## src/rtl/walk_pkg.sv

```systemverilog
// Shared types and constants for the translation table walker.
// Assumes 32-bit addresses and 32-bit descriptors.
package walk_pkg;
    localparam int unsigned WORD_W = 32;
    localparam int unsigned DOM_W  = 4;
    localparam int unsigned AP_W   = 2;

    typedef enum logic [1:0] {
        ST_IDLE = 2'd0,
        ST_L1   = 2'd1,
        ST_L2   = 2'd2,
        ST_DONE = 2'd3
    } walk_state_t;

    // Fault classes reported in the low nibble of the status word
    localparam logic [3:0] FS_SEC_XLAT = 4'h5;
    localparam logic [3:0] FS_PG_XLAT  = 4'h7;
    localparam logic [3:0] FS_SEC_DOM  = 4'h9;
    localparam logic [3:0] FS_PG_DOM   = 4'hB;
    localparam logic [3:0] FS_SEC_PERM = 4'hD;
    localparam logic [3:0] FS_PG_PERM  = 4'hF;

    // Access levels
    localparam logic [1:0] LVL_NONE = 2'd0;
    localparam logic [1:0] LVL_RO   = 2'd1;
    localparam logic [1:0] LVL_RW   = 2'd2;
endpackage

```

## src/rtl/walk_byte_order.sv

```systemverilog
// Reverses the byte order of a word when big-endian storage is selected.
// Assumes WIDTH is a whole number of bytes.
module walk_byte_order #(
    parameter int unsigned WIDTH = 32
) (
    input  logic [WIDTH-1:0] word_in,
    input  logic             swap,
    output logic [WIDTH-1:0] word_out
);
    localparam int unsigned NBYTES = WIDTH / 8;

    logic [WIDTH-1:0] reversed;

    // One lane per byte: lane b takes byte NBYTES-1-b of the input
    for (genvar b = 0; b < NBYTES; b++) begin : g_lane
        assign reversed[b*8 +: 8] = word_in[(NBYTES-1-b)*8 +: 8];
    end

    // Select raw or reversed word
    always_comb word_out = swap ? reversed : word_in;
endmodule

```

## src/rtl/walk_access_check.sv

```systemverilog
// Turns a domain access value and a 2-bit permission field into a
// granted level (0 none, 1 read-only, 2 read/write).
// Assumes domain values 0 and 2 are caught as domain faults upstream.
module walk_access_check
    import walk_pkg::*;
(
    input  logic [AP_W-1:0] ap,
    input  logic [1:0]      dom_val,
    input  logic            user,
    output logic [1:0]      level
);
    // Permission table, bypassed for manager domains
    always_comb begin
        level = LVL_NONE;
        if (dom_val == 2'd3) begin
            level = LVL_RW;
        end else if (dom_val == 2'd1) begin
            unique case (ap)
                2'd0: level = LVL_NONE;
                2'd1: level = user ? LVL_NONE : LVL_RW;
                2'd2: level = user ? LVL_RO : LVL_RW;
                default: level = LVL_RW;
            endcase
        end
    end
endmodule

```

## src/rtl/walk_l2_select.sv

```systemverilog
// Decodes a second-level (coarse table) entry: page size, physical
// address, permission field picked by the virtual address, and whether
// the mapping is only partly uniform. Assumes a 32-bit entry.
module walk_l2_select
    import walk_pkg::*;
(
    input  logic [WORD_W-1:0] entry,
    input  logic [WORD_W-1:0] vaddr,
    output logic              xlat_fault,
    output logic [WORD_W-1:0] paddr,
    output logic [AP_W-1:0]   ap,
    output logic              partial
);
    localparam int unsigned NFIELD = 4;

    logic [AP_W-1:0] field [NFIELD];
    logic            uniform;

    // Split the permission nibble pairs out of entry bits [11:4]
    for (genvar f = 0; f < NFIELD; f++) begin : g_field
        assign field[f] = entry[4 + f*AP_W +: AP_W];
    end

    // All four fields equal means the page is uniform
    always_comb uniform = (field[0] == field[1]) && (field[0] == field[2])
                          && (field[0] == field[3]);

    // Page-type decode
    always_comb begin
        xlat_fault = 1'b0;
        paddr      = {entry[31:12], vaddr[11:0]};
        ap         = field[0];
        partial    = 1'b0;
        unique case (entry[1:0])
            2'd0: xlat_fault = 1'b1;
            2'd1: begin
                paddr = {entry[31:16], vaddr[15:0]};
                ap    = field[vaddr[15:14]];
            end
            2'd2: begin
                ap      = field[vaddr[11:10]];
                partial = !uniform;
            end
            default: begin
                ap      = field[0];
                partial = 1'b1;
            end
        endcase
    end
endmodule

```

## src/rtl/mmu_table_walker.sv

```systemverilog
// Two-level translation table walker. Accepts one request at a time,
// reads the level-1 descriptor and, for coarse pointers, the level-2
// entry, then issues a single-cycle response. Data faults load the
// fault address/status registers; instruction faults pulse
// prefetch_abort. Assumes the memory answers each mem_rd pulse with
// exactly one mem_rvalid pulse at least one cycle later.
module mmu_table_walker
    import walk_pkg::*;
#(
    parameter int unsigned AW = 32
) (
    input  logic          clk,
    input  logic          rst_n,
    input  logic          req_valid,
    output logic          req_ready,
    input  logic [AW-1:0] req_vaddr,
    input  logic          req_write,
    input  logic          req_ifetch,
    input  logic          req_user,
    input  logic [AW-1:0] tbl_base,
    input  logic [31:0]   dom_ctrl,
    input  logic          big_endian,
    output logic          mem_rd,
    output logic [AW-1:0] mem_addr,
    input  logic          mem_rvalid,
    input  logic [31:0]   mem_rdata,
    output logic          rsp_valid,
    output logic          rsp_fault,
    output logic [AW-1:0] rsp_paddr,
    output logic [1:0]    rsp_access,
    output logic          rsp_partial,
    output logic          prefetch_abort,
    output logic [AW-1:0] fault_addr,
    output logic [31:0]   fault_status
);
    localparam int unsigned L1_IDX_LSB = 20;

    walk_state_t       state_q;
    logic [AW-1:0]     va_q;
    logic              wr_q, ifetch_q, user_q;
    logic [WORD_W-1:0] l1_q;
    logic              mem_rd_q;
    logic [AW-1:0]     mem_addr_q;

    logic [WORD_W-1:0] desc;
    logic [WORD_W-1:0] dom_src;
    logic [DOM_W-1:0]  dom;
    logic [1:0]        dom_val;
    logic              dom_bad;
    logic [AP_W-1:0]   ap_sel;
    logic [1:0]        level;

    logic              l2_xlat;
    logic [AW-1:0]     l2_pa;
    logic [AP_W-1:0]   l2_ap;
    logic              l2_partial;

    logic              fin;
    logic              go_l2;
    logic              n_fault;
    logic [3:0]        n_fs;
    logic [DOM_W-1:0]  n_dom;
    logic [AW-1:0]     n_pa;
    logic              n_partial;
    logic [AW-1:0]     l2_addr;
    logic [AW-1:0]     l1_addr;
    logic              granted;

    // Byte order normalisation of returned descriptors
    walk_byte_order #(.WIDTH(WORD_W)) u_swap (
        .word_in (mem_rdata),
        .swap    (big_endian),
        .word_out(desc)
    );

    // Second-level entry decode
    walk_l2_select u_l2 (
        .entry     (desc),
        .vaddr     (va_q),
        .xlat_fault(l2_xlat),
        .paddr     (l2_pa),
        .ap        (l2_ap),
        .partial   (l2_partial)
    );

    // Domain comes from the level-1 word, live in L1 and held in L2
    always_comb begin
        dom_src = (state_q == ST_L1) ? desc : l1_q;
        dom     = dom_src[8:5];
        dom_val = dom_ctrl[{dom, 1'b0} +: 2];
        dom_bad = (dom_val == 2'd0) || (dom_val == 2'd2);
        ap_sel  = (state_q == ST_L1) ? desc[11:10] : l2_ap;
    end

    // Shared permission check
    walk_access_check u_acc (
        .ap     (ap_sel),
        .dom_val(dom_val),
        .user   (user_q),
        .level  (level)
    );

    // Address of the level-1 and level-2 reads
    always_comb begin
        l1_addr = {tbl_base[AW-1:14], req_vaddr[AW-1:L1_IDX_LSB], 2'b00};
        l2_addr = {desc[31:10], va_q[19:12], 2'b00};
        granted = level > {1'b0, wr_q};
    end

    // Walk decision on each returned descriptor
    always_comb begin
        fin       = 1'b0;
        go_l2     = 1'b0;
        n_fault   = 1'b0;
        n_fs      = 4'h0;
        n_dom     = dom;
        n_pa      = '0;
        n_partial = 1'b0;
        if (state_q == ST_L1 && mem_rvalid) begin
            unique case (desc[1:0])
                2'd2: begin
                    fin = 1'b1;
                    if (dom_bad) begin
                        n_fault = 1'b1;
                        n_fs    = FS_SEC_DOM;
                    end else if (granted) begin
                        n_pa = {desc[31:20], va_q[19:0]};
                    end else begin
                        n_fault = 1'b1;
                        n_fs    = FS_SEC_PERM;
                    end
                end
                2'd1: begin
                    if (dom_bad) begin
                        fin     = 1'b1;
                        n_fault = 1'b1;
                        n_fs    = FS_PG_DOM;
                    end else begin
                        go_l2 = 1'b1;
                    end
                end
                default: begin
                    fin     = 1'b1;
                    n_fault = 1'b1;
                    n_fs    = FS_SEC_XLAT;
                    n_dom   = '0;
                end
            endcase
        end else if (state_q == ST_L2 && mem_rvalid) begin
            fin = 1'b1;
            if (l2_xlat) begin
                n_fault = 1'b1;
                n_fs    = FS_PG_XLAT;
            end else if (granted) begin
                n_pa      = l2_pa;
                n_partial = l2_partial;
            end else begin
                n_fault = 1'b1;
                n_fs    = FS_PG_PERM;
            end
        end
    end

    // Walk state, request capture and read issue
    always_ff @(posedge clk) begin
        if (!rst_n) begin
            state_q    <= ST_IDLE;
            va_q       <= '0;
            wr_q       <= 1'b0;
            ifetch_q   <= 1'b0;
            user_q     <= 1'b0;
            l1_q       <= '0;
            mem_rd_q   <= 1'b0;
            mem_addr_q <= '0;
        end else begin
            mem_rd_q <= 1'b0;
            unique case (state_q)
                ST_IDLE: if (req_valid) begin
                    va_q       <= req_vaddr;
                    wr_q       <= req_write;
                    ifetch_q   <= req_ifetch;
                    user_q     <= req_user;
                    mem_rd_q   <= 1'b1;
                    mem_addr_q <= l1_addr;
                    state_q    <= ST_L1;
                end
                ST_L1: if (go_l2) begin
                    l1_q       <= desc;
                    mem_rd_q   <= 1'b1;
                    mem_addr_q <= l2_addr;
                    state_q    <= ST_L2;
                end else if (fin) begin
                    state_q <= ST_DONE;
                end
                ST_L2: if (fin) state_q <= ST_DONE;
                default: state_q <= ST_IDLE;
            endcase
        end
    end

    // Response registers and fault capture
    always_ff @(posedge clk) begin
        if (!rst_n) begin
            rsp_fault    <= 1'b0;
            rsp_paddr    <= '0;
            rsp_access   <= '0;
            rsp_partial  <= 1'b0;
            fault_addr   <= '0;
            fault_status <= '0;
        end else if (fin) begin
            rsp_fault   <= n_fault;
            rsp_paddr   <= n_pa;
            rsp_access  <= n_fault ? LVL_NONE : level;
            rsp_partial <= n_partial;
            if (n_fault && !ifetch_q) begin
                fault_addr   <= va_q;
                fault_status <= {24'b0, n_dom, n_fs};
            end
        end
    end

    // Handshake outputs
    always_comb begin
        req_ready      = (state_q == ST_IDLE);
        rsp_valid      = (state_q == ST_DONE);
        prefetch_abort = rsp_valid && rsp_fault && ifetch_q;
        mem_rd         = mem_rd_q;
        mem_addr       = mem_addr_q;
    end
endmodule

```

## config.mk

```make
export PLATFORM = sky130hd
export DESIGN_NAME = mmu_table_walker
export DESIGN_NICKNAME = d
export VERILOG_FILES = /design/src/rtl/walk_pkg.sv /design/src/rtl/walk_byte_order.sv /design/src/rtl/walk_access_check.sv /design/src/rtl/walk_l2_select.sv /design/src/rtl/mmu_table_walker.sv
export SDC_FILE = /design/constraint.sdc
export NUM_CORES = 1
export LEC_CHECK = 0
export ABC_AREA = 1
export BUFFER_PORTS_ARGS = -buffer_cell sky130_fd_sc_hd__buf_2
export CORE_ASPECT_RATIO = 1.5
export CORE_MARGIN = 2
export CORE_UTILIZATION = 45
export DETAILED_ROUTE_END_ITERATION = 7
export PLACE_DENSITY = 0.83
export SLEW_MARGIN = 20
export SYNTH_ARGS = -nofsm -noshare
export SYNTH_HDL_FRONTEND = slang
export SYNTH_SLANG_ARGS = --single-unit
export TNS_END_PERCENT = 50
```

## constraint.sdc

```tcl
create_clock -name clk -period 9.9 [get_ports clk]
set_input_delay 1.485 -clock clk [delete_from_list [all_inputs] [get_ports clk]]
set_output_delay 1.485 -clock clk [all_outputs]
set_load 0.02 [all_outputs]
```

==> out/qor.csv <==
stage,metric,value,unit
drt,drtIter0Drc,515,
finish,regArea,0.002963,mm²
sta,layout_min_cycle_time,5827,ps
worst_setup_path,worstSetupPathType,in -> reg,
worst_hold_path,min_from,l1_q[7],
global_routing,grt_util_all_layers,25.31,%
drt,ant_nets,0,
worst_hold_path,hold_path_end,l1_q[7],
synth,syn_area,0.007284,mm²
clock_tree,path_clk_slew,70,ps
sta,period_share,58.85,%
worst_setup_path,r2r-end,fault_addr[5],
floorplan,rows,57,
synth,synth-seq-cells,148,
job,maxCapViolCount,0,
synth,synth_largest_area_cell,dfxtp_1,
worst_setup_path,worstSetupEndpointType,register,
clock_tree,cts-root-buf,clkbuf_16,
pwr,power_density,196.8,mW/mm²
clock_tree,cts.path.max_buffers,2,
global_routing,grt_antenna_before_repair,0,
floorplan,die_h,159.8,µm
finish,n_antenna_cell,0,
clock_tree,postCtsSetupBuffers,0,
pwr,power_leakage,4.601,nW
synth,syn_inst,1085,
drt,detailroute.via_count,7673,
worst_setup_path,r2r_setup_slack,5120,ps
global_routing,globalRoute.totalOverflow,0,
worst_setup_path,cp_max_fo,79,
finish,multiInputGateArea,0.003586,mm²
sta,max_freq,171.6,MHz
worst_setup_path,cp.required,10200,ps
synth,synth_xor_area_share,0,%
sta,setup_violations,0,
run_status,status,"finished, final reports clean",
finish,fillers,1576,
synth,synthTopCellsByCount,"nand2_1 (262), dfxtp_1 (148), nor2_1 (133)",
worst_setup_path,r2r_start,state_q[0],
worst_setup_path,r2r_cells,21,
placed_design,gp_congestion,0.8919,
floorplan,dieArea,0.01724,mm²
synth,synth_top_area_share,40.67,%
synth,syn_avg_cell_area,6.714,µm²
drt,viasPerCell,5.146,
worst_hold_path,whs_path_depth,2,
pwr,ir_drop,0.1231,mV
global_routing,grt_pass1_wl,34.70,mm
drt,routedWlPerCell,14.87,µm
floorplan,pin_count,272,
sta,fin_hold_ws,459.6,ps
clock_tree,htreeDepth,4,
sta,drv_slew,0,
clock_tree,cts_buffers,17,
synth,synthArstFlopShare,0,%
global_routing,grt_pass1_vias,7004,
sta,hold_viol_final,0,
floorplan,coreArea,0.01605,mm²
synth,synth_area_leaders,"dfxtp_1 (41%), nand2_1 (14%), o21ai_0 (8.4%), nor2_1 (6.9%), nand3_1 (6.2%)",
worst_setup_path,cp-startpoint,big_endian,
synth,synth.distinct_cells,36,
clock_tree,cts_hold_buf,0,
clock_tree,cts_tree,yes,
drt,drt_wl_total,22.17,mm
placed_design,dp_hpwl,15.95,mm
synth,synth_mux_area_share,0.8245,%
synth,yosys_warnings,0,
finish,area_growth,22.88,%
global_routing,grt_max_degree,80,
worst_setup_path,crit_arrival,6120,ps
placed_design,io_buffer_count,231,
sta,finalClockSkew,9.406,ps
synth,ys_seq_area_share,40.67,%
sta,worstMarginPinSlew,1004,ps
synth,synthSimpleGateAreaFrac,29.35,%
synth,synth_edf_count,0,
synth,synthMostInstantiatedCell,nand2_1,
synth,synth_ff_type,dfxtp_1,
finish,finalNetCount,1412,
floorplan,die_w,107.9,µm
drt,route.detailed.drc,0,
synth,synthAdderAreaFrac,0.6870,%
worst_hold_path,worstHoldPathType,reg -> reg,
floorplan,start_util,45.40,%
clock_tree,insertion_delay,410,ps
drt,dr.pass1.iters,6,
sta,slew_headroom,32.82,%
worst_setup_path,startpoint_type,input port,
clock_tree,cts_sinks,148,
finish,drive_gt1_share,23.19,%
sta,grt_setup_unrepaired,false,
sta,finalSetupTns,0,ps
synth,synth_top_family_by_area,simple AND/OR/NAND/NOR gates,
clock_tree,postCtsResizedCells,0,
synth,synth_compound_gate_area_share,16.92,%
-- cells by family after synthesis --
logic type / after synthesis
adder cells (fa/ha/maj): 4
buffers and inverters: 184
other: 1
flip-flops: 148
AND/OR/NAND/NOR: 512
multiplexers: 6
AO/OA/AOI/OAI: 230
-- layout by cell type, fill, tap and decap left out, drive strengths merged --
| cell type | instances |
|---|---|
| ha | 4 |
| o2111ai | 2 |
| o2bb2ai | 1 |
| a21oi | 61 |
| nor2 | 143 |
| o211ai | 3 |
| o221ai | 1 |
| a211oi | 1 |
| buf | 234 |
| mux2i | 6 |
| nand2 | 271 |
| or2 | 1 |
| clkinv | 4 |
| o21ai | 126 |
| clkinvlp | 2 |
| clkbuf | 17 |
| nor3 | 4 |
| a31oi | 33 |
| inv | 100 |
| bufinv | 2 |
| dfxtp | 148 |
| o22ai | 1 |
| nand3 | 93 |
| conb | 26 |
| a21boi | 1 |
-- through the flow --
| step | util (%) | cells | instance area, µm² | power, mW | setup slack, ps |
|---|---|---|---|---|---|
| after global routing | 55.78 | 1491 | 8951 | 1.846 | 3650 |
| after floorplan | - | 1110 | 7378 | 0.9803 | 5381 |
| after CTS | 55.78 | 1491 | 8951 | 1.766 | 4100 |
| after detailed placement | 51.95 | 1459 | 8337 | 1.103 | 3736 |
| after global placement | 51.95 | 1459 | 8337 | 1.095 | 3811 |
| final | 55.78 | 1491 | 8951 | 1.761 | 4073 |
-- per-layer routing --
layer,global-route usage [%],routed length (µm),up-vias
met1,28.87,8658,3430
met2,44.74,11050,351
li1,-,-,3839
met5,0,0,-
met3,5.469,1585,53
met4,10.84,873,0
-- state kept, by name (all words and copies together), names as in the netlist --
register,cells
fault_addr,32
rsp_paddr,32
va_q,32
mem_addr,30
fault_status,8
l1_q,4
rsp_access,2
state_q,2
ifetch_q,1
mem_rd,1
rsp_fault,1
rsp_partial,1
user_q,1
wr_q,1
-- worst max-delay path, cell delays in order --
cell and delay (ps):
buf_2 450, inv_2 310, or2_2 350, o21ai_0 190, inv_1 90, ha_1 350, nand2_1 140, nand3_1 120
nand2_1 90, nand2_1 60, nor3_1 180, nand3_1 140, ha_1 290, nor2_1 50, inv_1 80, nand2_4 240
nand2_2 190, nand2_4 80, nand3_4 110, nand3_4 650, nor2_1 330, nor2_1 80
-- cell type report --
cell class              instances  share of cell area (%)
clock buffers                  17                   4.753
clock inverters                15                   2.111
inverters                      93                   3.900
multi-input cells             778                   40.06
flip-flops and latches        148                   33.10
well taps                     206                   2.880
repair buffers                234                   13.20
-- how the worst max path moves through the flow --
stage	endpoint
final	fault_addr[5]
after global routing	fault_addr[27]
after CTS	fault_addr[5]
after detailed placement	fault_addr[5]
after global placement	fault_addr[5]
after floorplan	fault_status[2]
-- where the power goes --
group	total, mW	switching, mW	internal (mW)
sequential	0.689	0.0360	0.653
clock	0.668	0.284	0.384
combinational	0.405	0.284	0.121
total	1.76	0.603	1.16
(Power assumes the default switching activity.)
